File: src/rtl/tfr_pkg.sv
package tfr_pkg;
   localparam int NUM_FLAGS     = 4;
   localparam int CTRL_SYNC_BIT = 7;
   localparam int CTRL_PSR_BIT  = 0;

   typedef enum logic [1:0] {
      FL_TOV = 2'd0,
      FL_OCA = 2'd1,
      FL_OCB = 2'd2,
      FL_ICF = 2'd3
   } flag_idx_e;

   // bit position of each flag inside the flag register
   function automatic int flag_bit(input int idx);
      case (idx)
         0:       return 0;
         1:       return 1;
         2:       return 2;
         default: return 5;
      endcase
   endfunction
endpackage

File: src/rtl/tfr_flag_cell.sv
module tfr_flag_cell (
   input  logic clk,
   input  logic rst_n,
   input  logic set_i,
   input  logic clr_i,
   output logic flag_o
);
   logic flag_q;

   // set dominates clear so a coincident event is never lost
   always_ff @(posedge clk or negedge rst_n) begin
      if (!rst_n) flag_q <= 1'b0;
      else        flag_q <= set_i | (flag_q & ~clr_i);
   end

   assign flag_o = flag_q;

   a_r9_set_wins: assert property (@(posedge clk) disable iff (!rst_n)
      set_i |=> flag_q);
   a_r7_clear_takes: assert property (@(posedge clk) disable iff (!rst_n)
      (clr_i && !set_i) |=> !flag_q);
   a_r8_idle_holds: assert property (@(posedge clk) disable iff (!rst_n)
      (!set_i && !clr_i) |=> $stable(flag_q));
endmodule

File: src/rtl/tfr_cmp_qual.sv
module tfr_cmp_qual (
   input  logic clk,
   input  logic rst_n,
   input  logic tick_i,
   input  logic eq_i,
   input  logic force_i,
   output logic set_o
);
   logic pend_q;

   // a match seen on one tick is reported on the following tick
   always_ff @(posedge clk or negedge rst_n) begin
      if (!rst_n)      pend_q <= 1'b0;
      else if (tick_i) pend_q <= eq_i & ~force_i;
   end

   assign set_o = tick_i & pend_q;

   a_r5_force_blocks: assert property (@(posedge clk) disable iff (!rst_n)
      (tick_i && force_i) |=> !pend_q);
   a_r4_hold_between_ticks: assert property (@(posedge clk) disable iff (!rst_n)
      !tick_i |=> $stable(pend_q));
endmodule

File: src/rtl/tfr_sync_ctl.sv
module tfr_sync_ctl (
   input  logic clk,
   input  logic rst_n,
   input  logic wr_i,
   input  logic sync_d,
   input  logic psr_d,
   output logic sync_o,
   output logic psr_o
);
   logic sync_q, psr_q;

   always_ff @(posedge clk or negedge rst_n) begin
      if (!rst_n) begin
         sync_q <= 1'b0;
         psr_q  <= 1'b0;
      end else if (wr_i) begin
         sync_q <= sync_d;
         psr_q  <= psr_d;
      end else if (!sync_q) begin
         psr_q  <= 1'b0;
      end
   end

   assign sync_o = sync_q;
   assign psr_o  = psr_q;

   a_r12_self_clear: assert property (@(posedge clk) disable iff (!rst_n)
      (!sync_q && !wr_i) |=> !psr_q);
   a_r11_sync_holds: assert property (@(posedge clk) disable iff (!rst_n)
      (sync_q && !wr_i) |=> $stable(psr_q));
endmodule

File: src/rtl/tmr_flag_regs.sv
module tmr_flag_regs #(
   parameter int ADDR_W      = 2,
   parameter int DATA_W      = 8,
   parameter int FLAG_ADDR   = 0,
   parameter int CTRL_ADDR   = 1,
   parameter bit CAPT_TOP_EN = 1'b1
) (
   input  logic              clk,
   input  logic              rst_n,
   input  logic [ADDR_W-1:0] reg_addr,
   input  logic              reg_wr,
   input  logic [DATA_W-1:0] reg_wdata,
   output logic [DATA_W-1:0] reg_rdata,
   input  logic              tmr_tick,
   input  logic              cmpa_eq,
   input  logic              cmpb_eq,
   input  logic              force_a,
   input  logic              force_b,
   input  logic              ovf_evt,
   input  logic              capt_evt,
   input  logic              cnt_at_top,
   input  logic              top_is_icr,
   input  logic [3:0]        vec_ack,
   input  logic [3:0]        irq_en,
   output logic [3:0]        irq,
   output logic              prescaler_rst
);
   import tfr_pkg::*;

   localparam logic [ADDR_W-1:0] A_FLAG = ADDR_W'(FLAG_ADDR);
   localparam logic [ADDR_W-1:0] A_CTRL = ADDR_W'(CTRL_ADDR);

   if (DATA_W < 8) begin : g_bad_width
      $error("tmr_flag_regs: DATA_W must be at least 8");
   end
   if (FLAG_ADDR == CTRL_ADDR) begin : g_bad_addr
      $error("tmr_flag_regs: register addresses must differ");
   end
   if (FLAG_ADDR >= (1 << ADDR_W) || CTRL_ADDR >= (1 << ADDR_W)) begin : g_bad_range
      $error("tmr_flag_regs: address out of range");
   end

   logic wr_flags, wr_ctrl;
   assign wr_flags = reg_wr && (reg_addr == A_FLAG);
   assign wr_ctrl  = reg_wr && (reg_addr == A_CTRL);

   logic [NUM_FLAGS-1:0] set_v, clr_v, flag_v;
   logic sync_q;

   // overflow event arrives already qualified by the waveform mode
   assign set_v[FL_TOV] = ovf_evt;

   tfr_cmp_qual u_qual_a (
      .clk(clk), .rst_n(rst_n), .tick_i(tmr_tick),
      .eq_i(cmpa_eq), .force_i(force_a), .set_o(set_v[FL_OCA]));

   tfr_cmp_qual u_qual_b (
      .clk(clk), .rst_n(rst_n), .tick_i(tmr_tick),
      .eq_i(cmpb_eq), .force_i(force_b), .set_o(set_v[FL_OCB]));

   if (CAPT_TOP_EN) begin : g_capt_mux
      assign set_v[FL_ICF] = top_is_icr ? cnt_at_top : capt_evt;
   end else begin : g_capt_pin
      logic unused_top;
      assign unused_top    = top_is_icr ^ cnt_at_top;
      assign set_v[FL_ICF] = capt_evt;
   end

   for (genvar g = 0; g < NUM_FLAGS; g++) begin : g_flag
      localparam int BP = flag_bit(g);
      assign clr_v[g] = vec_ack[g] | (wr_flags & reg_wdata[BP]);
      tfr_flag_cell u_cell (
         .clk(clk), .rst_n(rst_n), .set_i(set_v[g]),
         .clr_i(clr_v[g]), .flag_o(flag_v[g]));
   end

   assign irq = flag_v & irq_en;

   tfr_sync_ctl u_ctl (
      .clk(clk), .rst_n(rst_n), .wr_i(wr_ctrl),
      .sync_d(reg_wdata[CTRL_SYNC_BIT]), .psr_d(reg_wdata[CTRL_PSR_BIT]),
      .sync_o(sync_q), .psr_o(prescaler_rst));

   always_comb begin
      reg_rdata = '0;
      if (reg_addr == A_FLAG) begin
         for (int i = 0; i < NUM_FLAGS; i++) reg_rdata[flag_bit(i)] = flag_v[i];
      end else if (reg_addr == A_CTRL) begin
         reg_rdata[CTRL_SYNC_BIT] = sync_q;
         reg_rdata[CTRL_PSR_BIT]  = prescaler_rst;
      end
   end

   a_r2_reserved_zero: assert property (@(posedge clk) disable iff (!rst_n)
      (reg_addr == A_FLAG) |-> (reg_rdata[7:6] == 2'b00 && reg_rdata[4:3] == 2'b00));
   a_r3_top_ignores_pin: assert property (@(posedge clk) disable iff (!rst_n)
      (top_is_icr && capt_evt && !cnt_at_top && !flag_v[FL_ICF]) |=> !flag_v[FL_ICF]);
   a_r6_overflow_sets: assert property (@(posedge clk) disable iff (!rst_n)
      ovf_evt |=> flag_v[FL_TOV]);
endmodule

File: config.mk
export PLATFORM = sky130hd
export DESIGN_NAME = tmr_flag_regs
export DESIGN_NICKNAME = d
export VERILOG_FILES = /design/src/rtl/tfr_pkg.sv /design/src/rtl/tfr_flag_cell.sv /design/src/rtl/tfr_cmp_qual.sv /design/src/rtl/tfr_sync_ctl.sv /design/src/rtl/tmr_flag_regs.sv
export SDC_FILE = /design/constraint.sdc
export NUM_CORES = 1
export LEC_CHECK = 0
export BUFFER_PORTS_ARGS = -buffer_cell sky130_fd_sc_hd__buf_4
export CAP_MARGIN = 25
export CELL_PAD_IN_SITES_DETAIL_PLACEMENT = 0
export CELL_PAD_IN_SITES_GLOBAL_PLACEMENT = 2
export CORE_MARGIN = 4
export CORE_UTILIZATION = 16
export CTS_CLUSTER_SIZE = 28
export DETAILED_ROUTE_END_ITERATION = 10
export PLACE_DENSITY_LB_ADDON = 0.12
export SETUP_SLACK_MARGIN = 0.5
export SLEW_MARGIN = 0
export SYNTH_ARGS = -nofsm -noshare
export SYNTH_HDL_FRONTEND = slang
export SYNTH_SLANG_ARGS = --single-unit
File: constraint.sdc
create_clock -name clk -period 0.8 [get_ports clk]
set_input_delay 0.08 -clock clk [delete_from_list [all_inputs] [get_ports clk]]
set_output_delay 0.08 -clock clk [all_outputs]
set_load 0.02 [all_outputs]
==> impl_results.md, run 1 <==
- Vias per cell: 3.97
- Power Density: 1350 nW/um2
- Vias in the first global route: 545
- Worst hold path class: primary input to asynchronous set/reset pin
- DP Cell Count: 118
- Syn Area/Cell: 9.78 um2
- Critical path, cell by cell: mux2i_1 -> nor2_2 -> buf_6
- Area Overhead vs Synth: 89.0%
- Post-detail-place hpwl: 1.15 mm
- Max Fclk: 0.933 GHz
- CTS root buffer: clkbuf_4
- Reg2Reg Launch Point: u_ctl.sync_o
- Final Critical Period: 1.07 ns
- I/O pins: 43
- Pre-Repair DR Iteration Count: 2
- Flops & latches, synth: 8
- Final setup skew: 0.000259 ns
- H-tree Lvls: 1
- Post-route DRC: 0
- CP arrival: 0.99 ns
- Core ar.: 2810 um2
- Largest net degree at the start of global routing: 9
- P_sw: 0.329 mW
- CP delay by family, top: flip-flops
- Initial drt markers: 3
- Post-synth top cells: dfrtp_1 (8), and2_1 (7), nand2_1 (5)
- Crit end category: output port
- Leak: 0.469 nW
- Die ar.: 3930 um2
- Final Cycle Share: 134%
- Synth Warn #: 0
- Cell-internal power: 0.897 mW
- Placer Congestion: 0.653
- Switching share of total power: 26.8%
- Routed wire length: 1.38 mm
- Cell taking the most area after synthesis: dfrtp_1
- RR Endpoint: u_ctl.sync_o
- # rows: 19
- Post-synth top area share: 41.8%
- Final worst slack: -0.271 ns
- Worst-Skew Late Latency: 0.25 ns
- Die W: 62.7 um
- Ys async rst share: 100%
- Layout Nets: 124
- Critical path's slowest cell: dfrtp_2
- Cell Area, Synth: 479 um2
- RSZ-0062 raised after global routing: yes
- Critical path class: register to output port
- Maxcap violations: 0
- Hold_ws: -0.368 ns
- Synth Flop Type: dfrtp_1
- Slew Limit Fails: 0
- WP data required: 0.72 ns
- Fraction of layout cells with a size suffix above 1: 63.4%
- Diodes inserted: 0
- Most frequent cell after synthesis: dfrtp_1
- Crit path buf inv count: 1
- CTS sink count: 8
- Vias: 492
- Endpoints failing setup: 12
- Initial antenna violation count: 0
- CTS tree: built
- R2R Setup Slk: -0.18 ns
- Mapped Cells: 49
- Post-synthesis sequential area ratio: 41.8%
- Comb power frac: 34.2%
- CTS Buf Count: 3
- Netlist cell types: 20
- Crit path launch type: register
- Maximum vdd drop: 0.575 mV
- Gr ovfl total: 0
- Chip height: 62.7 um
- Seq pwr share: 38.4%
- Finished Layout Cells: 124
- Post-synth EDFFs: 0
- Status: complete, but fails checks
- Hold Violations, Final: 8
- Average routed wire per standard cell: 11.1 um
- Port buffer count: 36
- Starting Density: 17.1%
- Tot GR Track Use: 7.07%
- Reg2Reg Depth: 3
- CP Depth: 3
- Clock power frac: 27.4%
- Fin Setup TNS: -2.20 ns
- Failing checks: negative hold slack, negative setup slack
- Clock Path Buffers: 2
- Crit path largest cell delay: 0.40 ns
- Post-DRT Antenna Nets: 0
- First-pass GRT wire length: 2.21 mm
- CP max FO: 2
- Top cells by area, synth: dfrtp_1 (42%), and2_1 (9.1%), mux2i_1 (6.3%)
- Clk slew on worst S/H paths: 0.06 ns
==> stage by stage <==
step,area [um2],util [%],hold slack (ns),worst slack (ns),total power [mW]
2_1_floorplan,508,-,-0.216,-0.0106,0.646
3_3_place_gp,817,29.1,-0.0897,-0.0587,0.830
3_5_place_dp,817,29.1,-0.0890,-0.0771,0.834
6_report,906,32.3,-0.368,-0.271,1.23
5_1_grt,906,32.3,-0.379,-0.326,1.31
4_1_cts,892,31.8,-0.370,-0.288,1.23
==> sequential cells by signal, summed over array words and instances, names as in the netlist <==
name,cells
u_qual_b.pend_q,1
u_ctl.sync_o,1
u_qual_a.pend_q,1
g_flag.u_cell.flag_o,4
u_ctl.psr_o,1
==> layout by cell type, fill, tap and decap left out <==
master / count
o22ai_1: 2
and4bb_1: 1
clkbuf_1: 1
buf_6: 12
dfrtp_1: 7
nor2_2: 1
nand2_1: 4
inv_1: 4
buf_4: 29
conb_1: 3
mux2i_1: 3
and3b_2: 1
mux2_4: 1
nand2_2: 1
nor4bb_1: 1
and4bb_2: 1
a31o_2: 1
nand3b_2: 1
and2_4: 7
o21ai_1: 3
nor2_1: 1
nand4bb_1: 1
clkbuf_4: 3
dfrtp_2: 1
nand2b_1: 3
==> cells by family after synthesis <==
family	count (synthesis)	synth area share [%]
AOI/OAI and AO/OA	6	7.57
buffers and inverters	7	7.83
DFF	8	41.8
muxes	4	9.40
other	1	0.783
and+or+nand+nor	23	32.6
==> power by group through the flow <==
stage                     logic, mW  registers [mW]  clock network [mW]
final                         0.420           0.471               0.335
after CTS                     0.403           0.471               0.357
after global placement        0.350           0.480                   0
after global routing          0.454           0.476               0.385
after detailed placement      0.355           0.480                   0
after floorplan               0.168           0.478                   0
==> worst reg2reg max path, stage by stage, from the launching register on <==
cell and delay [ns]:
dfrtp_1 0.40, buf_6 0.12, buf_6 0.10, mux2_4 0.25
==> how the worst max path moves through the flow <==
stage	from	end	slack, ns
5_1_grt	u_ctl.psr_o	reg_rdata[0]	-0.33
3_5_place_dp	reg_addr[1]	u_ctl.sync_o	-0.08
2_1_floorplan	u_ctl.psr_o	reg_rdata[0]	-0.01
6_report	u_ctl.psr_o	reg_rdata[0]	-0.27
3_3_place_gp	reg_addr[1]	u_ctl.sync_o	-0.06
4_1_cts	u_ctl.psr_o	reg_rdata[0]	-0.29
==> what timing repair did <==
| action | 4_1_cts | 5_1_grt |
|---|---|---|
| setup endpoints to repair | 18 | 18 |
| pin swaps | 1 | 1 |
| endpoints found under the hold margin | 8 | 9 |
| buffers inserted | 1 | 1 |
| resized for setup | 11 | 2 |
==> cell type report <==
| cell class | instances | area, um2 |
|---|---|---|
| Timing Repair Buffer | 41 | 353 |
| Sequential cell | 8 | 201 |
| Tap cell | 31 | 38.8 |
| Multi-Input combinational cell | 36 | 272 |
| Clock buffer | 4 | 26.3 |
| Inverter | 4 | 15.0 |
| Fill cell | 325 | 1900 |
==> metal layers <==
metal | global-route usage [%] | routed length [um]
met4 | 2.48 | 0
met1 | 7.52 | 568
met5 | 0 | 0
met3 | 2.70 | 103
met2 | 12.6 | 709
No activity file was read; power rests on OpenSTA's default activity.
==> inputs of run 2 (changes only) <==
Settings changed: REMOVE_ABC_BUFFERS set to 1, SETUP_SLACK_MARGIN 0.5 to 0.4.
==> run 2 against run 1 <==
Effect of this change:
- the run ends with negative setup slack left
- cell count grew 1.6%
- via count shrank 0.20%
- clock skew is essentially flat
- register-to-register slack is essentially flat
==> impl_results.md, run 2 (synthesis gave the netlist of run 1 again) <==
- Tot GR Track Use: 7.55% (was 7.07%)
- Reg2Reg Launch Point: u_ctl.sync_o (unchanged)
- CTS Buf Count: 3 (unchanged)
- Gr busiest metal: met2 (unchanged)
- Clock Path Buffers: 2 (unchanged)
- Filler Cells Inserted: 315 (was 325)
- CP Capture Point: reg_rdata[0] (unchanged)
- Starting Density: 17.1% (unchanged)
- Total power: 1.23 mW (about the same)
- Final Critical Period: 1.08 ns (was 1.07 ns)
- Finished Layout Cells: 126 (was 124)
- Max Fclk: 0.926 GHz (was 0.933 GHz)
- Post-detail-place hpwl: 1.19 mm (was 1.15 mm)
- Worst-Skew Late Latency: 0.25 ns (about the same)
- Slew Limit Fails: 0 (unchanged)
- CP arrival: 1.00 ns (was 0.99 ns)
- R2R Setup Slk: -0.17 ns (was -0.18 ns)
- Pre-CTS setup slack: -0.0775 ns (was -0.0771 ns)
- Critical path's slowest cell: dfrtp_1 (was dfrtp_2)
- Final Cycle Share: 135% (was 134%)
- Failing checks: negative setup slack (was negative hold slack, negative setup slack)
- Initial antenna violation count: 0 (unchanged)
- Average routed wire per standard cell: 11.3 um (was 11.1 um)
- Crit path from: g_flag[0].u_cell.flag_o (was u_ctl.psr_o)
- Util after Layout: 33.1% (was 32.3%)
- Largest net degree at the start of global routing: 9 (unchanged)
- Commonest non-fill, non-tap cell in the layout: buf_4 (unchanged)
- CTS root buffer: clkbuf_4 (unchanged)
- GRT met1 Usage: 8.49% (was 7.52%)
- Routed wire length: 1.43 mm (was 1.38 mm)
- Clk slew on worst S/H paths: 0.06 ns (about the same)
- Endpoints failing setup: 12 (unchanged)
- Leak: 0.484 nW (was 0.469 nW)
- Initial drt markers: 10 (was 3)
- Worst hold start: force_b
- DP Cell Count: 118 (unchanged)
- Vias: 491 (was 492)
- Vias in the first global route: 498 (was 545)
- Power Density: 1330 nW/um2 (was 1350 nW/um2)
- Critical path, cell by cell: mux2i_1 -> nor2_1 -> buf_4 (was mux2i_1 -> nor2_2 -> buf_6)
- Gr ovfl total: 0 (unchanged)
- Worst hold path class: primary input to register (was primary input to asynchronous set/reset pin)
- Max reg flops: 4 (unchanged)
- First-pass GRT wire length: 2.24 mm (was 2.21 mm)
- H-tree Lvls: 1 (unchanged)
- Chip height: 62.7 um (unchanged)
- CP Depth: 3 (unchanged)
- RR Endpoint: u_ctl.sync_o (unchanged)
- Post-route DRC: 0 (unchanged)
- CTS sink count: 8 (unchanged)
- Maxcap violations: 0 (unchanged)
- Port buffer count: 36 (unchanged)
- Most frequent cells in the layout: buf_4 (29), buf_6 (14), dfrtp_1 (8) (was buf_4 (29), buf_6 (12), and2_4 (7), dfrtp_1 (7))
- Fraction of layout cells with a size suffix above 1: 61.1% (was 63.4%)
- I/O pins: 43 (unchanged)
- # rows: 19 (unchanged)
- Met3 GRT Util: 3.24% (was 2.70%)
- Diodes inserted: 0 (unchanged)
- Layout Nets: 127 (was 124)
- CP delay by family, top: flip-flops (unchanged)
- Die ar.: 3930 um2 (unchanged)
- Crit end category: output port (unchanged)
- CP max FO: 3 (was 2)
- Critical path class: register to output port (unchanged)
- Fin Setup TNS: -2.41 ns (was -2.20 ns)
- Pre-Repair DR Iteration Count: 3 (was 2)
- WP data required: 0.72 ns (about the same)
- Status: complete, but fails checks (unchanged)
- Final worst slack: -0.280 ns (was -0.271 ns)
- CTS tree: built (unchanged)
- Core ar.: 2810 um2 (unchanged)
- Crit path largest cell delay: 0.40 ns (about the same)
- Maximum vdd drop: 0.844 mV (was 0.575 mV)
- Hold Violations, Final: 0 (was 8)
- Area Overhead vs Synth: 93.7% (was 89.0%)
- Crit path launch type: register (unchanged)
- Placer Congestion: 0.631 (was 0.653)
- Post-DRT Antenna Nets: 0 (unchanged)
- Reg2Reg Depth: 3 (unchanged)
- Final setup skew: 0.000108 ns (was 0.000259 ns)
- RSZ-0062 raised after global routing: yes (unchanged)
- Grt met2 use: 11.2% (was 12.6%)
- Vias per cell: 3.90 (was 3.97)
- Crit path buf inv count: 1 (unchanged)
- Die W: 62.7 um (unchanged)
## run 2: changes by cell type in the layout (fill, tap and decap cells not counted)
cell / previous run / this run
dlygate4sd3_1: 0 / 1
nor2_1: 1 / 2
nor2_2: 1 / 0
dfrtp_2: 1 / 0
clkbuf_1: 1 / 0
dfrtp_1: 7 / 8
and2_4: 7 / 6
and2_1: 0 / 1
buf_6: 12 / 14
## run 2: worst min path at each step
stage	slack [ns]	cells past startpoint	to
detailed placement	-0.09	1	u_qual_b.pend_q
CTS	0.004	2	u_qual_b.pend_q
global route	0.0002	2	u_qual_b.pend_q
floorplan	-0.22	0	g_flag[0].u_cell.flag_o
global placement	-0.09	1	u_qual_b.pend_q
finish	0.01	2	u_qual_b.pend_q
## run 2: repair_timing
action,4_1_cts,5_1_grt
endpoints found under the hold margin,8,0
resized for setup,21,1
hold buffers,1,0
setup endpoints to repair,18,18
pin swaps,4,2
buffers inserted,2,2
## run 2: report_power, final
| part | switching [mW] | internal (mW) | leakage, nW | total (mW) |
|---|---|---|---|---|
| Sequential | 0.0263 | 0.445 | 0.0993 | 0.471 |
| Combinational | 0.166 | 0.288 | 0.371 | 0.454 |
| Clock | 0.136 | 0.172 | 0.0138 | 0.308 |
## run 2: routing by layer
metal  up-vias  part of all wire, %
li1        252                    -
met5         -                    0
met1       215                   42
met2        22                   46
met3         2                   10
met4         0                  1.2
## run 2: metrics by stage
stage               cell area, um2  hold slack [ns]
global placement               796          -0.0890
floorplan                      464           -0.216
finish                         928           0.0135
global route                   928         0.000187
detailed placement             796          -0.0897
CTS                            910          0.00417
## run 2: final cells by class
class	instances	area (um2)	share of cell area, %
clock buffer	3	22.5	2.43
inverter	4	15.0	1.62
multi-input combinational	36	267	28.7
sequential	8	200	21.6
tap	31	38.8	4.18
timing repair buffer	44	385	41.5
